File: config.mk
export PLATFORM = sky130hd
export DESIGN_NAME = dr_tsc_compare
export DESIGN_NICKNAME = d
export VERILOG_FILES = /design/src/rtl/dr_pkg.sv /design/src/rtl/dr_cmp_cell.sv /design/src/rtl/dr_merge_cell.sv /design/src/rtl/dr_fault_tap.sv /design/src/rtl/dr_tsc_compare.sv
export SDC_FILE = /design/constraint.sdc
export NUM_CORES = 1
export LEC_CHECK = 0
export BUFFER_PORTS_ARGS = -buffer_cell sky130_fd_sc_hd__buf_4
export CAP_MARGIN = 20
export CORE_ASPECT_RATIO = 1.75
export CORE_MARGIN = 3
export CORE_UTILIZATION = 30
export DETAILED_ROUTE_END_ITERATION = 6
export GPL_TIMING_DRIVEN = 1
export PLACE_DENSITY_LB_ADDON = 0.25
export SETUP_SLACK_MARGIN = 0.5
export SYNTH_ARGS = -nofsm -noshare
export SYNTH_HDL_FRONTEND = slang
export SYNTH_HIERARCHICAL = 1
export SYNTH_SLANG_ARGS = --single-unit
File: constraint.sdc
create_clock -name clk -period 2.8 [get_ports clk]
set_clock_uncertainty 0.2 [all_clocks]
set_input_delay 0.42 -clock clk [delete_from_list [all_inputs] [get_ports clk]]
set_output_delay 0.42 -clock clk [all_outputs]
set_load 0.1 [all_outputs]
File: src/rtl/dr_pkg.sv
`timescale 1ns/1ps
package dr_pkg;

    // One dual-rail coded bit: code words are {t,f} = 10 (logical 1) and 01 (logical 0).
    typedef struct packed {
        logic t;
        logic f;
    } dr_pair_t;

    // Logical 0, used as the reset value of the result pair (reads as "equal").
    localparam dr_pair_t DR_ZERO = '{t: 1'b0, f: 1'b1};

endpackage

File: src/rtl/dr_cmp_cell.sv
`timescale 1ns/1ps
// Two-input dual-rail comparator cell: result carries x XOR y on its true rail.
// A non-code word on either input gives a non-code word on the output.
module dr_cmp_cell
    import dr_pkg::*;
(
    input  dr_pair_t x_i,
    input  dr_pair_t y_i,
    output dr_pair_t c_o
);

    always_comb begin
        c_o.t = (x_i.t & y_i.f) | (x_i.f & y_i.t);
        c_o.f = (x_i.t & y_i.t) | (x_i.f & y_i.f);
    end

endmodule

File: src/rtl/dr_merge_cell.sv
`timescale 1ns/1ps
// Dual-rail OR of two "differs" pairs. Any non-code input collapses the output to 00.
module dr_merge_cell
    import dr_pkg::*;
(
    input  dr_pair_t x_i,
    input  dr_pair_t y_i,
    output dr_pair_t m_o
);

    logic both_code;

    always_comb begin
        both_code = (x_i.t ^ x_i.f) & (y_i.t ^ y_i.f);
        m_o.t     = both_code & (x_i.t | y_i.t);
        m_o.f     = both_code & x_i.f & y_i.f;
    end

endmodule

File: src/rtl/dr_fault_tap.sv
`timescale 1ns/1ps
// Stuck-at force point on one dual-rail pair. The true rail is site BASE,
// the false rail is site BASE+1.
module dr_fault_tap
    import dr_pkg::*;
#(
    parameter int SITE_W = 6,
    parameter int BASE   = 0
) (
    input  dr_pair_t          p_i,
    input  logic              fi_en,
    input  logic [SITE_W-1:0] fi_site,
    input  logic              fi_val,
    output dr_pair_t          p_o
);

    localparam logic [SITE_W-1:0] SITE_T = SITE_W'(BASE);
    localparam logic [SITE_W-1:0] SITE_F = SITE_W'(BASE + 1);

    always_comb begin
        p_o.t = (fi_en && fi_site == SITE_T) ? fi_val : p_i.t;
        p_o.f = (fi_en && fi_site == SITE_F) ? fi_val : p_i.f;
    end

endmodule

File: src/rtl/dr_tsc_compare.sv
`timescale 1ns/1ps
module dr_tsc_compare
    import dr_pkg::*;
#(
    parameter int  LANES   = 8,
    parameter bit  REG_OUT = 1'b1,
    localparam int NODES   = 2 * LANES - 1,
    localparam int SITES   = 4 * LANES + 2 * NODES,
    localparam int SITE_W  = $clog2(SITES)
) (
    input  logic              clk,
    input  logic              rst_n,
    input  logic [LANES-1:0]  a_t,
    input  logic [LANES-1:0]  a_f,
    input  logic [LANES-1:0]  b_t,
    input  logic [LANES-1:0]  b_f,
    input  logic              fi_en,
    input  logic [SITE_W-1:0] fi_site,
    input  logic              fi_val,
    output logic              res_t,
    output logic              res_f,
    output logic              equal,
    output logic              mismatch,
    output logic              checker_fault
);

    localparam int NODE_BASE = 4 * LANES;

    dr_pair_t a_raw    [LANES];
    dr_pair_t b_raw    [LANES];
    dr_pair_t a_tap    [LANES];
    dr_pair_t b_tap    [LANES];
    dr_pair_t node_raw [NODES];
    dr_pair_t node_tap [NODES];

    // Leaf level: per-lane input taps and comparator cells.
    for (genvar i = 0; i < LANES; i++) begin : g_lane
        assign a_raw[i] = '{t: a_t[i], f: a_f[i]};
        assign b_raw[i] = '{t: b_t[i], f: b_f[i]};

        dr_fault_tap #(.SITE_W(SITE_W), .BASE(4 * i)) u_tap_a (
            .p_i(a_raw[i]), .fi_en(fi_en), .fi_site(fi_site), .fi_val(fi_val), .p_o(a_tap[i])
        );
        dr_fault_tap #(.SITE_W(SITE_W), .BASE(4 * i + 2)) u_tap_b (
            .p_i(b_raw[i]), .fi_en(fi_en), .fi_site(fi_site), .fi_val(fi_val), .p_o(b_tap[i])
        );

        dr_cmp_cell u_cmp (
            .x_i(a_tap[i]), .y_i(b_tap[i]), .c_o(node_raw[i])
        );

        dr_fault_tap #(.SITE_W(SITE_W), .BASE(NODE_BASE + 2 * i)) u_tap_n (
            .p_i(node_raw[i]), .fi_en(fi_en), .fi_site(fi_site), .fi_val(fi_val), .p_o(node_tap[i])
        );
    end

    // Reduction: node LANES+j merges nodes 2j and 2j+1; this queue order
    // builds a complete binary tree for any lane count, root at NODES-1.
    for (genvar j = 0; j < LANES - 1; j++) begin : g_merge
        dr_merge_cell u_merge (
            .x_i(node_tap[2 * j]), .y_i(node_tap[2 * j + 1]), .m_o(node_raw[LANES + j])
        );

        dr_fault_tap #(.SITE_W(SITE_W), .BASE(NODE_BASE + 2 * (LANES + j))) u_tap_m (
            .p_i(node_raw[LANES + j]), .fi_en(fi_en), .fi_site(fi_site), .fi_val(fi_val),
            .p_o(node_tap[LANES + j])
        );
    end

    // Output stage: optional register in two-process form.
    dr_pair_t res_d;
    dr_pair_t res_q;

    if (REG_OUT) begin : g_reg
        always_comb begin
            res_d = node_tap[NODES-1];
        end

        always_ff @(posedge clk or negedge rst_n) begin
            if (!rst_n) begin
                res_q <= DR_ZERO;
            end else begin
                res_q <= res_d;
            end
        end
    end else begin : g_comb
        always_comb begin
            res_d = node_tap[NODES-1];
            res_q = res_d;
        end
    end

    // Decode of the final pair into flags.
    always_comb begin
        res_t         = res_q.t;
        res_f         = res_q.f;
        checker_fault = ~(res_q.t ^ res_q.f);
        mismatch      = res_q.t & ~res_q.f;
        equal         = res_q.f & ~res_q.t;
    end

endmodule

==> results by group, run 1 <==
Job
  • Max-Cap Viols: 0

Floorplan
  • Initial Util: 0.308
  • Die footprint: 8550 um^2
  • FP Rows: 41
  • CORE AREA: 7230 um^2
  • # IOs: 47
  • Die width: 71.2 um
  • Die H: 120 um

Global routing
  • Grt ovf: 0
  • Global Route Usage Sum: 0.164
  • Largest net degree at the start of global routing: 36
  • First-pass GRT wire length: 11600 um
  • Vias in the first global route: 2494
  • Initial antenna violation count: 0

Power
  • Switching power: 0.219 mW
  • Internal cell power: 0.438 mW
  • Power per Cell Area: 195 nW/um^2
  • Max VDD drop: 0.146 mV
  • Clock power share: 0.338
  • Pleak: 1.35 nW
  • Gate power share: 0.617
  • Part of the power in registers: 0.045
  • Switching Share: 0.333

Synthesis
  • Syn avg cell area: 9.07 um^2
  • Main area contributors after synthesis: mux2_1 (17%), mux2_2 (15%), nand4b_1 (7.1%)
  • Synth area leader: mux2_1
  • Ys async rst share: 1.00
  • Yosys warns: 6
  • Distinct cells, synth: 28
  • Flops & latches, synth: 2
  • Top_reg_cell synth: dfstp_2
  • Post-Syn Instances: 246
  • Seq/Total Area, Yosys: 0.0230
  • Share of the synthesized area in the top cell type: 0.167
  • Mapped Nets: 290
  • Post-Syn Area: 2230 um^2
  • EDFF count, synth: 0

Final layout
  • Fraction of layout cells with a size suffix above 1: 0.501
  • Register area: 52.6 um^2
  • Multi-input gate area: 2290 um^2
  • Filler-free cell count of the finished design: 429
  • Fin nets: 388
  • Fillers: 694
  • Area grow syn2layout: 50.8%
  • Diodes inserted: 0

Clock network
  • Clock buffer count from CTS: 3
  • H-tree levels: 1
  • Clock sink total: 2
  • CTS tree: built
  • Deepest clock path buffer count: 2
  • CTS root buffer: clkbuf_16
  • Worst-path clk slew: 0.03 ns

Worst setup path
  • Worst Path Required: 2.74 ns
  • Crit path capture type: flip-flop
  • Critical Path Start Type: input port
  • Crit-path max FO: 8
  • Kind of critical path: in2reg
  • Critical path arrival: 3.54 ns

Status
  • Failing checks: setup timing
  • Status: finished with violations

Timing
  • Hold slack: 0.326 ns
  • Final WS setup: -0.802 ns
  • Unrepaired setup endpoints after global routing: yes
  • Post-route clock period utilization: 1.29
  • Fin crit period: 3.60 ns
  • Worst slew pin tran: 0.330 ns
  • Final-report hold violation count: 0
  • Pins Over Slew Limit: 0
  • Endpoints failing setup: 2
  • Highest clock rate: 278 MHz
  • Rel. slew slack: 0.778

Drt
  • # DRC: 0
  • Drt first-iter violations: 96
  • Routed Antenna Nets: 0
  • DRT Wirelength: 7220 um
  • DRT Pass-1 Iters: 4
  • Routed wire per std cell: 16.8 um
  • Via count: 2443
  • Vias per cell: 5.69

Hold path
  • HP Class: in2async

Placement
  • Routability cong.: 0.809
  • Placed cell count: 421
  • Port Buf Inserts: 46
  • Final HPWL DP: 5430 um
  • Pre-CTS setup slack: -1.16 ns
-- cell families after synthesis --
family                   Yosys count  share of synthesized area
AND/OR/NAND/NOR                  146                      0.540
multiplexers                      62                      0.313
AO/OA/AOI/OAI                     23                     0.0785
XOR/XNOR                           7                     0.0275
buffers and inverters              4                    0.00673
adder cells (fa/ha/maj)            2                     0.0112
flip-flops                         2                     0.0230
-- power groups by stage --
stage	registers (mW)	logic (mW)	clock network, mW
2_1_floorplan	0.0314	0.166	0
3_3_place_gp	0.0299	0.358	0
3_5_place_dp	0.0299	0.367	0
4_1_cts	0.0296	0.397	0.227
5_1_grt	0.0296	0.438	0.229
6_report	0.0296	0.405	0.222
-- metal layers --
layer | track usage | vias up | wire length, um
li1 | - | 1214 | -
met3 | 0.0142 | 12 | 133
met2 | 0.349 | 35 | 4390
met4 | 0.0376 | 0 | 176
met1 | 0.159 | 1182 | 2520
met5 | 0 | - | 0
-- worst max-delay path, stage by stage --
cell,delay (ns)
buf_12,0.11
or4b_4,0.57
nor3_4,0.14
mux2_4,0.32
a22o_1,0.20
mux2_4,0.28
and4bb_2,0.23
mux2_4,0.29
and4bb_2,0.23
mux2_4,0.26
and4bb_2,0.22
mux2_4,0.26
-- area by class of cell --
type | count | area share
multi-input cells | 240 | 0.680
repair buffers | 93 | 0.244
well taps | 86 | 0.0320
clock buffers | 4 | 0.0234
flip-flops and latches | 2 | 0.0156
inverters | 4 | 0.00446
-- worst max-delay path by stage --
stage                     from               to  slack, ns  cells past startpoint
floorplan           fi_site[1]  res_f$_DFF_PN1_      -0.83                     11
detailed placement  fi_site[1]  res_t$_DFF_PN0_      -1.16                     15
global placement    fi_site[1]  res_f$_DFF_PN1_      -1.12                     12
finish              fi_site[5]  res_f$_DFF_PN1_      -0.80                     12
CTS                 fi_site[5]  res_f$_DFF_PN1_      -0.78                     12
global route        fi_site[5]  res_t$_DFF_PN0_      -0.89                     15
-- cells in the mapped netlist (2+ instances only) --
library cell  number
ha_1               2
nor4_1             4
nand2_1            7
a22o_1            16
xnor2_1            7
nor2_1            25
nor4b_4            3
nand2b_1           7
o21ai_1            7
mux2_2            29
and4b_1            6
nand3_1           25
nor3_2             5
nor4b_2            4
mux2_1            33
inv_1              4
nand4b_4           4
nand4b_1          18
and4_1             2
and4bb_1           9
nor3_1             4
nand3b_1           4
nand4bb_1         10
and4bb_2           7
-- state kept, by name, summed over array words and instances, names as in the netlist --
name and cells:
res_t 1, res_f 1
-- metrics by stage --
stage | setup TNS [ns] | util | cell area [um^2] | power, mW
floorplan | -1.64 | - | 2260 | 0.198
global placement | -2.23 | 0.423 | 3060 | 0.388
detailed placement | -2.30 | 0.423 | 3060 | 0.397
CTS | -1.55 | 0.456 | 3300 | 0.654
global route | -1.75 | 0.465 | 3360 | 0.696
finish | -1.58 | 0.465 | 3360 | 0.657
-- layout by cell type, fill, tap and decap left out, drive strengths merged, types with 2 or more instances in the layout --
cell type	instances
nand4b	22
and4b	6
inv	4
a22o	16
nand3b	4
o21ai	7
ha	2
nor4	4
xnor2	7
nand3	25
nand2	7
nor2	25
mux2	62
and4	2
nand4bb	10
nor4b	7
nand2b	7
nor3	9
clkbuf	5
and4bb	16
buf	90
-- repair_timing --
item	in CTS	in global routing
endpoints found under the setup margin	2	2
gates resized for setup	25	11
cloned	1	1
pin swaps	11	4
hold endpoints to repair	2	0
hold buffers	1	0
setup buffers	1	0
Power figures use the tool's default switching activity.
==> inputs of run 2 (changes only) <==
Settings changed: PLACE_DENSITY_LB_ADDON 0.25 to default.
==> results by group, run 2 (synthesized netlist as in run 1, its figures left out) <==
Worst setup path
  • Crit path capture type: flip-flop
  • Setup crit start: fi_site[5]
  • Critical Path Start Type: input port
  • Kind of critical path: in2reg
  • Critical path arrival: 3.55 ns
  • CP endpoint: res_f$_DFF_PN1_
  • Crit-path max FO: 7
  • Worst Path Required: 2.74 ns

Final layout
  • Final Core Density: 0.449
  • Commonest non-fill, non-tap cell in the layout: buf_4
  • Area grow syn2layout: 45.7%
  • Diodes inserted: 0
  • Final Cell Area: 3250 um^2
  • Most frequent cells in the layout: buf_4 (71), mux2_2 (29), nand3_1 (25)
  • Fraction of layout cells with a size suffix above 1: 0.486
  • Fin nets: 376
  • Fillers: 705

Clock network
  • H-tree levels: 1
  • CTS tree: built
  • CTS root buffer: clkbuf_16
  • Clock buffer count from CTS: 3
  • Clock sink total: 2
  • Deepest clock path buffer count: 2
  • Worst-path clk slew: 0.03 ns

Timing
  • Fin crit period: 3.61 ns
  • Endpoints failing setup: 2
  • Unrepaired setup endpoints after global routing: yes
  • Highest clock rate: 277 MHz
  • Pins Over Slew Limit: 0
  • Post-route clock period utilization: 1.29
  • Final WS setup: -0.811 ns
  • Hold slack: 0.345 ns
  • Rel. slew slack: 0.789
  • Final-report hold violation count: 0
  • Worst slew pin tran: 0.314 ns

Status
  • Failing checks: setup timing
  • Status: finished with violations

Floorplan
  • Die width: 71.2 um
  • # IOs: 47
  • FP Rows: 41
  • CORE AREA: 7230 um^2
  • Die footprint: 8550 um^2
  • Die H: 120 um
  • Initial Util: 0.308

Drt
  • Vias per cell: 5.75
  • DRT Pass-1 Iters: 4
  • DRT Wirelength: 6520 um
  • Via count: 2398
  • # DRC: 0
  • Routed Antenna Nets: 0
  • Routed wire per std cell: 15.6 um
  • Drt first-iter violations: 130

Job
  • Max-Cap Viols: 0

Power
  • Max VDD drop: 0.146 mV
  • Power per Cell Area: 195 nW/um^2
  • Final Power: 0.633 mW
  • Pleak: 1.28 nW

Hold path
  • HP Class: in2async

Placement
  • Routability cong.: 0.810
  • DP Area: 2960 um^2
  • Final HPWL DP: 4870 um
  • Port Buf Inserts: 46

Global routing
  • Largest net degree at the start of global routing: 22
  • Global Route Usage Sum: 0.146
  • Vias in the first global route: 2392
  • Grt ovf: 0
  • First-pass GRT wire length: 10700 um
  • Initial antenna violation count: 0
[run 2: worst min-delay path by stage]
stage / to / from / cells past startpoint
after floorplan: res_t$_DFF_PN0_ / rst_n / 0
after global placement: res_t$_DFF_PN0_ / rst_n / 1
after detailed placement: res_t$_DFF_PN0_ / rst_n / 1
after CTS: res_t$_DFF_PN0_ / rst_n / 2
after global routing: res_t$_DFF_PN0_ / rst_n / 2
final: res_t$_DFF_PN0_ / rst_n / 2
[run 2: cell type report]
type	instances	area (um^2)	share of cell area
Timing Repair Buffer	81	684	0.211
Clock buffer	4	78.8	0.0242
Sequential cell	2	52.6	0.0162
Tap cell	86	108	0.0331
Inverter	4	15.0	0.00462
Multi-Input combinational cell	240	2310	0.711
[run 2: power breakdown]
group / total [mW] / internal (mW) / switching (mW)
combinational: 0.384 / 0.205 / 0.179
clock: 0.219 / 0.187 / 0.0320
sequential: 0.0296 / 0.0295 / 0.000193
[run 2: metrics by stage]
step	std cells	worst slack (ns)	TNS [ns]
5_1_grt	417	-0.902	-1.80
4_1_cts	416	-0.800	-1.59
2_1_floorplan	246	-0.828	-1.64
3_3_place_gp	410	-1.10	-2.19
3_5_place_dp	410	-1.15	-2.27
6_report	417	-0.811	-1.62
[run 2: worst max-delay path, stage by stage]
cell      delay (ns)
buf_12          0.11
or4b_4          0.57
nor3_4          0.14
mux2_4          0.32
a22o_1          0.21
mux2_4          0.28
and4bb_2        0.22
mux2_4          0.29
and4bb_2        0.23
mux2_4          0.27
and4bb_2        0.22
mux2_4          0.26
[run 2: per-layer routing]
metal  up-vias  GRT usage  part of all wire
li1       1195          -                 -
met2        36      0.298              0.58
met5         -          0                 0
met1      1165      0.159              0.39
met4         0     0.0106            0.0032
met3         2     0.0159             0.029
[run 2: repair_timing]
action / in CTS / in global routing
resized for setup: 25 / 12
setup buffers: 1 / 0
hold endpoints to repair: 2 / 0
setup endpoints to repair: 2 / 2
hold buffers: 1 / 0
pin swaps: 11 / 4
cloned: 0 / 1
